$ cat config.mk
export PLATFORM = sky130hd
export DESIGN_NAME = ppr_frame_rx
export DESIGN_NICKNAME = d
export VERILOG_FILES = /design/src/rtl/ppr_pkg.sv /design/src/rtl/ppr_sync.sv /design/src/rtl/ppr_slicer.sv /design/src/rtl/ppr_assembler.sv /design/src/rtl/ppr_frame_rx.sv
export SDC_FILE = /design/constraint.sdc
export NUM_CORES = 1
export LEC_CHECK = 0
export BUFFER_PORTS_ARGS = -buffer_cell sky130_fd_sc_hd__buf_2
export CAP_MARGIN = 20
export CELL_PAD_IN_SITES_DETAIL_PLACEMENT = 0
export CELL_PAD_IN_SITES_GLOBAL_PLACEMENT = 2
export CORE_ASPECT_RATIO = 1.75
export CORE_UTILIZATION = 40
export CTS_BUF_LIST = sky130_fd_sc_hd__clkbuf_2
export DETAILED_ROUTE_END_ITERATION = 10
export PLACE_DENSITY = 0.93
export SLEW_MARGIN = 10
export SYNTH_ARGS = -nofsm -noshare
export SYNTH_HDL_FRONTEND = slang
export SYNTH_HIERARCHICAL = 1
export SYNTH_SLANG_ARGS = --single-unit
$ cat constraint.sdc
create_clock -name clk -period 9.55 [get_ports clk]
set_clock_uncertainty 0.05 [all_clocks]
set_input_delay 0.955 -clock clk [delete_from_list [all_inputs] [get_ports clk]]
set_output_delay 0.955 -clock clk [all_outputs]
set_load 0.005 [all_outputs]
$ cat src/rtl/ppr_pkg.sv
package ppr_pkg;

    localparam int unsigned PAUSE_TICKS_D  = 4;
    localparam int unsigned ONE_TICKS_D    = 21;
    localparam int unsigned ZERO_TICKS_D   = 13;
    localparam int unsigned HUNT_PERIODS_D = 40;
    localparam int unsigned MIN_BITS_D     = 6;
    localparam int unsigned MAX_BITS_D     = 23;
    localparam int unsigned PIPE_COMP_D    = 2;
    localparam int unsigned TS_W_D         = 32;

    typedef enum logic [1:0] {
        RX_IDLE,
        RX_HUNT,
        RX_PAUSE,
        RX_PULSE
    } rx_state_e;

    typedef struct packed {
        logic start;      // arm accepted
        logic adv;        // hunt-phase keystream step
        logic bit_vld;    // one bit decoded
        logic bit_val;
        logic frame_end;  // code violation closed the frame
        logic hunt_fail;  // no first pause in time
    } slice_evt_t;

    function automatic logic slice_bit(input int unsigned len, input int unsigned thr);
        return len > thr;
    endfunction

endpackage

$ cat src/rtl/ppr_sync.sv
module ppr_sync #(
    parameter logic RST_VAL = 1'b1
) (
    input  logic clk,
    input  logic rst,
    input  logic env_async,
    output logic env_s
);
    logic meta_q;
    logic sync_q;

    always_ff @(posedge clk) begin
        if (rst) begin
            meta_q <= RST_VAL;
            sync_q <= RST_VAL;
        end else begin
            meta_q <= env_async;
            sync_q <= meta_q;
        end
    end

    assign env_s = sync_q;
endmodule

$ cat src/rtl/ppr_slicer.sv
module ppr_slicer
    import ppr_pkg::*;
#(
    parameter int unsigned TS_W         = TS_W_D,
    parameter int unsigned PAUSE_TICKS  = PAUSE_TICKS_D,
    parameter int unsigned ONE_TICKS    = ONE_TICKS_D,
    parameter int unsigned ZERO_TICKS   = ZERO_TICKS_D,
    parameter int unsigned HUNT_PERIODS = HUNT_PERIODS_D
) (
    input  logic            clk,
    input  logic            rst,
    input  logic            tick,
    input  logic            arm,
    input  logic            env_s,
    input  logic [TS_W-1:0] now,
    output slice_evt_t      evt,
    output logic [TS_W-1:0] last_pause
);
    localparam int unsigned THRESH = (ZERO_TICKS + ONE_TICKS) / 2;
    localparam int unsigned LIMIT  = (ONE_TICKS * 3) / 2;
    localparam int unsigned EL_W   = $clog2(LIMIT + 2);
    localparam int unsigned HC_W   = $clog2(ONE_TICKS);
    localparam int unsigned PC_W   = $clog2(HUNT_PERIODS + 1);
    localparam logic [EL_W-1:0] LIMIT_L = EL_W'(LIMIT);
    localparam logic [EL_W-1:0] PAUSE_L = EL_W'(PAUSE_TICKS);

    rx_state_e       st_q, st_d;
    logic [EL_W-1:0] el_q, el_d, len_n;
    logic [HC_W-1:0] hc_q, hc_d;
    logic [PC_W-1:0] pc_q, pc_d;
    logic [TS_W-1:0] bs_q, bs_d;

    assign len_n = el_q + EL_W'(1);

    always_comb begin
        st_d       = st_q;
        el_d       = el_q;
        hc_d       = hc_q;
        pc_d       = pc_q;
        bs_d       = bs_q;
        evt        = '0;
        last_pause = bs_q;
        unique case (st_q)
            RX_IDLE: if (arm) begin
                st_d      = RX_HUNT;
                hc_d      = '0;
                pc_d      = PC_W'(1);
                evt.start = 1'b1;
                evt.adv   = 1'b1;
            end
            RX_HUNT: if (tick) begin
                if (!env_s) begin
                    st_d = RX_PAUSE;
                    el_d = '0;
                    bs_d = now;
                end else if (hc_q == HC_W'(ONE_TICKS - 1)) begin
                    hc_d = '0;
                    if (pc_q == PC_W'(HUNT_PERIODS)) begin
                        evt.hunt_fail = 1'b1;
                        st_d          = RX_IDLE;
                    end else begin
                        pc_d    = pc_q + PC_W'(1);
                        evt.adv = 1'b1;
                    end
                end else begin
                    hc_d = hc_q + HC_W'(1);
                end
            end
            RX_PAUSE: if (tick) begin
                el_d = len_n;
                if (len_n > LIMIT_L) begin
                    evt.frame_end = 1'b1;
                    st_d          = RX_IDLE;
                end else if (env_s) begin
                    st_d = RX_PULSE;
                end
            end
            RX_PULSE: if (tick) begin
                el_d = len_n;
                if (len_n > LIMIT_L) begin
                    evt.frame_end = 1'b1;
                    st_d          = RX_IDLE;
                end else if (!env_s) begin
                    bs_d       = now;
                    el_d       = '0;
                    last_pause = now;
                    if (len_n < PAUSE_L) begin
                        evt.frame_end = 1'b1;
                        st_d          = RX_IDLE;
                    end else begin
                        evt.bit_vld = 1'b1;
                        evt.bit_val = slice_bit(32'(len_n), THRESH);
                        st_d        = RX_PAUSE;
                    end
                end
            end
            default: st_d = RX_IDLE;
        endcase
    end

    always_ff @(posedge clk) begin
        if (rst) begin
            st_q <= RX_IDLE;
            el_q <= '0;
            hc_q <= '0;
            pc_q <= '0;
            bs_q <= '0;
        end else begin
            st_q <= st_d;
            el_q <= el_d;
            hc_q <= hc_d;
            pc_q <= pc_d;
            bs_q <= bs_d;
        end
    end

    // elapsed count inside a bit never passes the window
    a_r4_elapsed_cap: assert property (@(posedge clk) disable iff (rst)
        (st_q == RX_PAUSE || st_q == RX_PULSE) |-> (el_q <= LIMIT_L));

    // at most one kind of event per cycle
    a_r6_single_event: assert property (@(posedge clk) disable iff (rst)
        $onehot0({evt.adv, evt.bit_vld, evt.frame_end, evt.hunt_fail}));

    // hunt period counter stays within its range
    a_r7_hunt_bound: assert property (@(posedge clk) disable iff (rst)
        (st_q == RX_HUNT) |-> (pc_q >= PC_W'(1) && pc_q <= PC_W'(HUNT_PERIODS)));

    // arm without a tick during reception leaves the state alone
    a_r9_arm_busy: assert property (@(posedge clk) disable iff (rst)
        (arm && !tick && (st_q == RX_PAUSE || st_q == RX_PULSE)) |=> (st_q == $past(st_q)));
endmodule

$ cat src/rtl/ppr_assembler.sv
module ppr_assembler
    import ppr_pkg::*;
#(
    parameter int unsigned TS_W        = TS_W_D,
    parameter int unsigned MIN_BITS    = MIN_BITS_D,
    parameter int unsigned MAX_BITS    = MAX_BITS_D,
    parameter int unsigned PAUSE_TICKS = PAUSE_TICKS_D,
    parameter int unsigned PIPE_COMP   = PIPE_COMP_D,
    localparam int unsigned LEN_W      = $clog2(MAX_BITS + 2)
) (
    input  logic                clk,
    input  logic                rst,
    input  slice_evt_t          evt,
    input  logic                ks_bit,
    input  logic [TS_W-1:0]     last_pause,
    output logic                frame_valid,
    output logic                frame_error,
    output logic [LEN_W-1:0]    frame_len,
    output logic [MAX_BITS-1:0] frame_data,
    output logic [TS_W-1:0]     end_ts
);
    localparam logic [LEN_W-1:0] CAP_L = LEN_W'(MAX_BITS + 1);
    localparam logic [LEN_W-1:0] MIN_L = LEN_W'(MIN_BITS);
    localparam logic [LEN_W-1:0] MAX_L = LEN_W'(MAX_BITS);
    localparam logic [TS_W-1:0]  ADJ_L = TS_W'(PAUSE_TICKS - PIPE_COMP);

    logic [LEN_W-1:0]    cnt_q;
    logic [MAX_BITS-1:0] data_q;
    logic [TS_W-1:0]     ts_q;
    logic                ok_q, bad_q;

    always_ff @(posedge clk) begin
        if (rst) begin
            cnt_q  <= '0;
            data_q <= '0;
            ts_q   <= '0;
            ok_q   <= 1'b0;
            bad_q  <= 1'b0;
        end else begin
            ok_q  <= 1'b0;
            bad_q <= 1'b0;
            if (evt.start) begin
                cnt_q  <= '0;
                data_q <= '0;
                ts_q   <= '0;
            end
            if (evt.bit_vld) begin
                for (int i = 0; i < int'(MAX_BITS); i++) begin
                    if (cnt_q == LEN_W'(i)) data_q[i] <= evt.bit_val ^ ks_bit;
                end
                if (cnt_q != CAP_L) cnt_q <= cnt_q + LEN_W'(1);
            end
            if (evt.frame_end) begin
                ts_q <= last_pause + ADJ_L;
                if (cnt_q >= MIN_L && cnt_q <= MAX_L) ok_q <= 1'b1;
                else                                  bad_q <= 1'b1;
            end
            if (evt.hunt_fail) bad_q <= 1'b1;
        end
    end

    assign frame_valid = ok_q;
    assign frame_error = bad_q;
    assign frame_len   = cnt_q;
    assign frame_data  = data_q;
    assign end_ts      = ts_q;

    // an accepted frame has a legal length
    a_r5_valid_len: assert property (@(posedge clk) disable iff (rst)
        frame_valid |-> (frame_len >= MIN_L && frame_len <= MAX_L));

    // outcome pulses are exclusive and last one cycle
    a_r9_exclusive: assert property (@(posedge clk) disable iff (rst)
        !(frame_valid && frame_error));
    a_r9_pulse: assert property (@(posedge clk) disable iff (rst)
        (frame_valid || frame_error) |=> !(frame_valid || frame_error));

    // the count never passes the saturation point
    a_r10_len_cap: assert property (@(posedge clk) disable iff (rst)
        frame_len <= CAP_L);
endmodule

$ cat src/rtl/ppr_frame_rx.sv
module ppr_frame_rx
    import ppr_pkg::*;
#(
    parameter int unsigned TS_W         = TS_W_D,
    parameter int unsigned PAUSE_TICKS  = PAUSE_TICKS_D,
    parameter int unsigned ONE_TICKS    = ONE_TICKS_D,
    parameter int unsigned ZERO_TICKS   = ZERO_TICKS_D,
    parameter int unsigned HUNT_PERIODS = HUNT_PERIODS_D,
    parameter int unsigned MIN_BITS     = MIN_BITS_D,
    parameter int unsigned MAX_BITS     = MAX_BITS_D,
    parameter int unsigned PIPE_COMP    = PIPE_COMP_D,
    localparam int unsigned LEN_W       = $clog2(MAX_BITS + 2)
) (
    input  logic                clk,
    input  logic                rst,
    input  logic                env_in,
    input  logic                tick,
    input  logic                arm,
    input  logic                ks_bit,
    output logic                ks_adv,
    output logic                frame_valid,
    output logic                frame_error,
    output logic [LEN_W-1:0]    frame_len,
    output logic [MAX_BITS-1:0] frame_data,
    output logic [TS_W-1:0]     end_ts
);
    logic            env_s;
    logic [TS_W-1:0] now_q;
    logic [TS_W-1:0] last_pause;
    slice_evt_t      evt;

    always_ff @(posedge clk) begin
        if (rst)       now_q <= '0;
        else if (tick) now_q <= now_q + TS_W'(1);
    end

    ppr_sync #(.RST_VAL(1'b1)) u_sync (
        .clk       (clk),
        .rst       (rst),
        .env_async (env_in),
        .env_s     (env_s)
    );

    ppr_slicer #(
        .TS_W         (TS_W),
        .PAUSE_TICKS  (PAUSE_TICKS),
        .ONE_TICKS    (ONE_TICKS),
        .ZERO_TICKS   (ZERO_TICKS),
        .HUNT_PERIODS (HUNT_PERIODS)
    ) u_slicer (
        .clk        (clk),
        .rst        (rst),
        .tick       (tick),
        .arm        (arm),
        .env_s      (env_s),
        .now        (now_q),
        .evt        (evt),
        .last_pause (last_pause)
    );

    ppr_assembler #(
        .TS_W        (TS_W),
        .MIN_BITS    (MIN_BITS),
        .MAX_BITS    (MAX_BITS),
        .PAUSE_TICKS (PAUSE_TICKS),
        .PIPE_COMP   (PIPE_COMP)
    ) u_asm (
        .clk         (clk),
        .rst         (rst),
        .evt         (evt),
        .ks_bit      (ks_bit),
        .last_pause  (last_pause),
        .frame_valid (frame_valid),
        .frame_error (frame_error),
        .frame_len   (frame_len),
        .frame_data  (frame_data),
        .end_ts      (end_ts)
    );

    assign ks_adv = evt.adv | evt.bit_vld;

    // the keystream is never stepped while an outcome is reported
    a_r6_no_adv_on_result: assert property (@(posedge clk) disable iff (rst)
        evt.hunt_fail |-> !ks_adv);
endmodule

Word level (Yosys, flattened, before mapping)
Cells that the tools add are included.

storage, ports and cells
  memories kept = 0
  memory bits (writable) = 0
  bits in registers = 147
  ROM bits = 0
  logic and storage cells = 173
  output and inout bits = 63
  bits of input ports = 6
  bits in latches = 0

operators by class
  reductions and logical operators = 13
  divide/modulo/power cells = 0
  add/subtract/negate cells = 6
  shift-type cells = 0
  $mul = 0
  equality and inequality tests = 40
  bitwise operators = 3
  mux-type cells = 93
  $lt $le $gt $ge = 5

operator list
  kind                                                                    count
  32-bit two-way mux                                                      7
  6-bit two-way mux                                                       11
  32-bit one-hot mux with 2 select lines                                  1
  23-bit two-way mux                                                      2
  1-bit two-way mux                                                       41
  5-bit by 4-bit equality test with 1-bit output (second input constant)  8
  5-bit equality test (second input constant)                             8
  5-bit two-way mux                                                       7
  32-bit by 1-bit adder with 32-bit output (second input constant)        1
  32-bit by 2-bit adder with 32-bit output (second input constant)        1
  2-bit two-way mux                                                       16
  5-bit by 3-bit equality test with 1-bit output (second input constant)  4
  6-bit one-hot mux with 3 select lines                                   1
  2-bit != test (second input constant)                                   7
  6-bit by 1-bit adder with 6-bit output (second input constant)          2
  6-bit by 5-bit > comparator with 1-bit output (second input constant)   2
  3-bit by 2-bit != test with 1-bit output (second input constant)        4
  6-bit one-hot mux with 2 select lines                                   1
  5-bit by 1-bit adder with 5-bit output (second input constant)          2
  5-bit by 2-bit equality test with 1-bit output (second input constant)  2
  5-bit one-hot mux with 2 select lines                                   1
  2-bit one-hot mux with 4 select lines                                   1
  8-bit AND reduction                                                     1
  6-bit equality test (second input constant)                             1
  23 further kinds                                                        28

Longest topological paths before layout
  word-level depth = 10
  mapped depth = 12

Cells and area by module
Netlist, hierarchy kept.

modules (own cells, without submodules)
  module         area an instance (um2)  cells an instance  sequential area each (um2)  times used
  ppr_assembler  3067.9                  387                1241.2                      1
  ppr_slicer     2959.1                  351                1021.0                      1
  ppr_frame_rx   1582.8                  181                640.6                       1
  ppr_sync       52.6                    4                  40.0                        1

Worst setup path after synthesis
No wires, ideal clock.

  kind = input to register
  start point = input port tick
  end point = register u_asm.ts_q[26] (netlist: u_asm/end_ts[26])
  stages on the path = 11
  arrival = 3.397 ns
  slack = 5.977 ns
  buffers on the path = 3
  data required time = 9.374 ns
  cell sequence = clkbuf_1 -> nand2_1 -> nor4_4 -> buf_6 -> mux2_2 -> nand4_1 -> or4_4 -> buf_6 -> nor4_4 -> xnor2_1 -> o21ai_1

on the way
  longest elaborated chain between the ends = 4
  elaborated cells on any way between the ends = 8
  classes of those cells = 1 x add/sub; 6 x mux; 1 x reduce/logical

ends and longest elaborated chain
  item                                      RTL line             RTL
  start: declaration                        ppr_frame_rx.sv:17   input logic tick,
  32-bit two-way mux                        n/a
  32-bit two-way mux                        ppr_slicer.sv:43     unique case (st_q)
  named net last_pause[3]                   ppr_frame_rx.sv:29   logic [TS_W-1:0] last_pause;
  32-bit by 2-bit adder with 32-bit output  ppr_assembler.sv:54  ts_q <= last_pause + ADJ_L;
  32-bit two-way mux                        ppr_assembler.sv:53  if (evt.frame_end) begin
  end signal: assignment                    ppr_assembler.sv:54
  end: declaration                          ppr_assembler.sv:29  logic [TS_W-1:0] ts_q;

The timed path passes the listed nets, and every way through them passes these cells.
A chain may end at the register's enable or synchronous reset.

==> out/results.txt <==
DRC viols -> 0
Initial antenna violation count -> 1
Final Util -> 45.03%
FF+latch area -> 2943 um2
Worst-path clk slew -> 0.24 ns
Cell Pwr Density -> 132.8 nW/um2
Post-synth ARST share -> 0%
EDFF count, synth -> 0
Layout fillers -> 1,958
# port buffers -> 68
Synth unique cells -> 69
Tot GR Track Use -> 21.48%
Clock insertion delay at the later pin of the skew report -> 0.76 ns
Average size of a mapped cell -> 8.302 um2
Initial Utilization -> 41.06%
Die Ht -> 185.1 um
Leak pwr -> 2.879 nW
Synthesized instance count -> 923
Vias -> 6,782
DP Wirelength -> 14,510 um
Critical Path AT -> 3.23 ns
Setup Buffers After CTS -> 0
Final GP Congestion -> 0.8333
Share of layout cells above drive strength 1 -> 17.28%
Largest net degree at the start of global routing -> 65
Yosys warning total -> 6
CTS tree -> built
Nets -> 978
Routed length per instance -> 16.82 um
Min-Delay Endpoint -> u_sync/meta_q
Most common cell after layout, fill and taps aside -> dfxtp_1
Final Hold Viols -> 0
Slowest stage delay, CP -> 0.64 ns
Max-slew headroom -> 29.02%
Register area share after synthesis -> 38.41%
Setup_tns -> 0 ns
R2R depth -> 11
Die area -> 19,740 um2
Placement Rows -> 66
Final setup fails -> 0
Pre-CTS setup slack -> 5.309 ns
Hold Slack -> 0.3462 ns
Final instance count without filler cells -> 1,211
Max clock buf depth -> 2
Area contributors post-synth -> dfxtp_1 38%, a21oi_1 6.3%, nand3_1 4.7%
CP max FO -> 11
Unrepaired setup endpoints after global routing -> false
Vias in the first global route -> 6,480
Crit Reg-Reg Endpoint -> u_asm/end_ts[19]
Worst Hold Class -> input pin to register
Final period util -> 44.35%
Reg2reg start -> u_slicer/el_q[2]
CTS resizes -> 0
# clock sinks -> 147
Area occupied by multi-input gates -> 4372 um2
Core footprint -> 18,660 um2
Area share of the largest cell type after synthesis -> 38.41%
Critical path cell sequence -> nand3_4 -> o21ai_0 -> nand4_1 -> nor2_1 -> or2_2 -> buf_2
First-pass GRT wire length -> 33,330 um
TritonCTS Buffers -> 17
Drt pass-1 iters -> 5
Die Wd -> 106.6 um
IO Pins -> 69
Synthesis-stage register bit count -> 147
FF-to-FF setup slack -> 5.76 ns
Post-cts hold buffer count -> 0
Syn nets -> 942
Crit start category -> register
Antenna Nets Post-Route -> 0
Setup Crit Path Kind -> register to primary output
Min-delay src -> env_in
Worst Setup End Kind -> primary output
Cells after DPL -> 1,178
DRT iter0 DRCs -> 286
Via-per-instance ratio -> 5.600
Hold Crit Depth -> 2
Peak supply drop -> 67.19 uV
Worst-Margin Slew -> 1.065 ns
Synth area leader -> dfxtp_1
Area delta synth->final -> 9.667%
WP data required -> 8.55 ns
Root Driver -> clkbuf_2
Most frequent cells in the layout -> 147 x dfxtp_1, 96 x a21oi_1, 85 x nand2_1
Status -> finished clean
Grt ovf -> 0
Cell area after synthesis -> 7662 um2
Final wirelength -> 20,370 um
Tmin final -> 4.235 ns
Top_reg_cell synth -> dfxtp_1
MaxCap Viol Count -> 0
Slew Limit Fails -> 0
Final WS setup -> 5.315 ns
Peak Freq -> 236.1 MHz
H-tree Lvls -> 4
CP max stage cell -> dfxtp_1
==> cells in the mapped netlist, drive strengths merged, types with 9 or more instances <==
library cell / count
or3: 10
nor3: 16
o21ai: 71
clkbuf: 45
nor2b: 9
and4: 11
xnor2: 28
or4: 17
a21oi: 96
ha: 13
xor2: 19
o31ai: 11
nand3: 74
inv: 22
mux2: 34
nor3b: 9
o211ai: 12
nor4: 11
nor2: 65
o311ai: 10
nand4: 23
dfxtp: 147
nand2: 85
buf: 13
==> per-layer routing <==
layer | global-route usage, % | vias up | part of all wire, %
li1 | - | 3420 | -
met1 | 23.28 | 3215 | 40
met2 | 40.70 | 124 | 55
met3 | 3.483 | 23 | 2.8
met4 | 8.603 | 0 | 2.1
met5 | 0 | - | 0
==> area by class of cell <==
cell class                 instances  area share [%]
antenna                            1         0.02978
clock buffer                      19           1.132
clock inverter                    13           2.472
inverter                          22          0.9827
multi-input combinational        695           52.02
sequential                       147           35.02
tap                              238           3.544
timing repair buffer              76           4.795
==> report_power, final <==
part	leakage [nW]	internal [mW]	switching [mW]	total [mW]
logic	1.53	0.0148	0.0362	0.0510
clock network	0.168	0.200	0.240	0.440
registers	1.19	0.619	0.00581	0.625
==> sequential cells by signal, indices dropped and copies added, names as in the netlist <==
name               flops
now_q                 32
u_asm/end_ts          32
u_asm/frame_data      23
u_asm/frame_error      1
u_asm/frame_len        5
u_asm/frame_valid      1
u_slicer/bs_q         32
u_slicer/el_q          6
u_slicer/hc_q          5
u_slicer/pc_q          6
u_slicer/st_q          2
u_sync/env_s           1
u_sync/meta_q          1
==> worst max path at each step <==
stage / slack, ns / cells after the start / to / start
2_1_floorplan: 5.98 / 11 / u_asm/end_ts[26] / tick
3_3_place_gp: 5.39 / 12 / u_asm/end_ts[19] / tick
3_5_place_dp: 5.31 / 12 / u_asm/end_ts[19] / tick
5_1_grt: 5.01 / 6 / ks_adv / u_slicer/el_q[2]
6_report: 5.31 / 6 / ks_adv / u_slicer/el_q[2]
4_1_cts: 5.26 / 6 / ks_adv / u_slicer/el_q[2]
==> worst max-delay path, delay by kind of cell, from the launching register on <==
kind / cells / cell delay, ns
AND/OR/NAND/NOR: 4 / 1.12
flip-flops: 1 / 0.64
AO/OA/AOI/OAI: 1 / 0.61
buffers and inverters: 1 / 0.12
==> cell families after synthesis <==
family	Yosys count	share of synthesized area (%)
and+or+nand+nor	364	26.11
AOI/OAI and AO/OA	232	17.59
DFF	147	38.41
buffers and inverters	81	4.752
xor gates and xnor gates	47	5.372
muxes	39	5.650
adders and majority gates	13	2.123
==> stage by stage <==
stage	power (mW)	cell area, um2
2_1_floorplan	0.6720	7662
3_3_place_gp	0.6880	8098
3_5_place_dp	0.6882	8098
4_1_cts	1.131	8401
5_1_grt	1.164	8403
6_report	1.116	8403
Note: power is estimated with default switching activity, not from simulation.
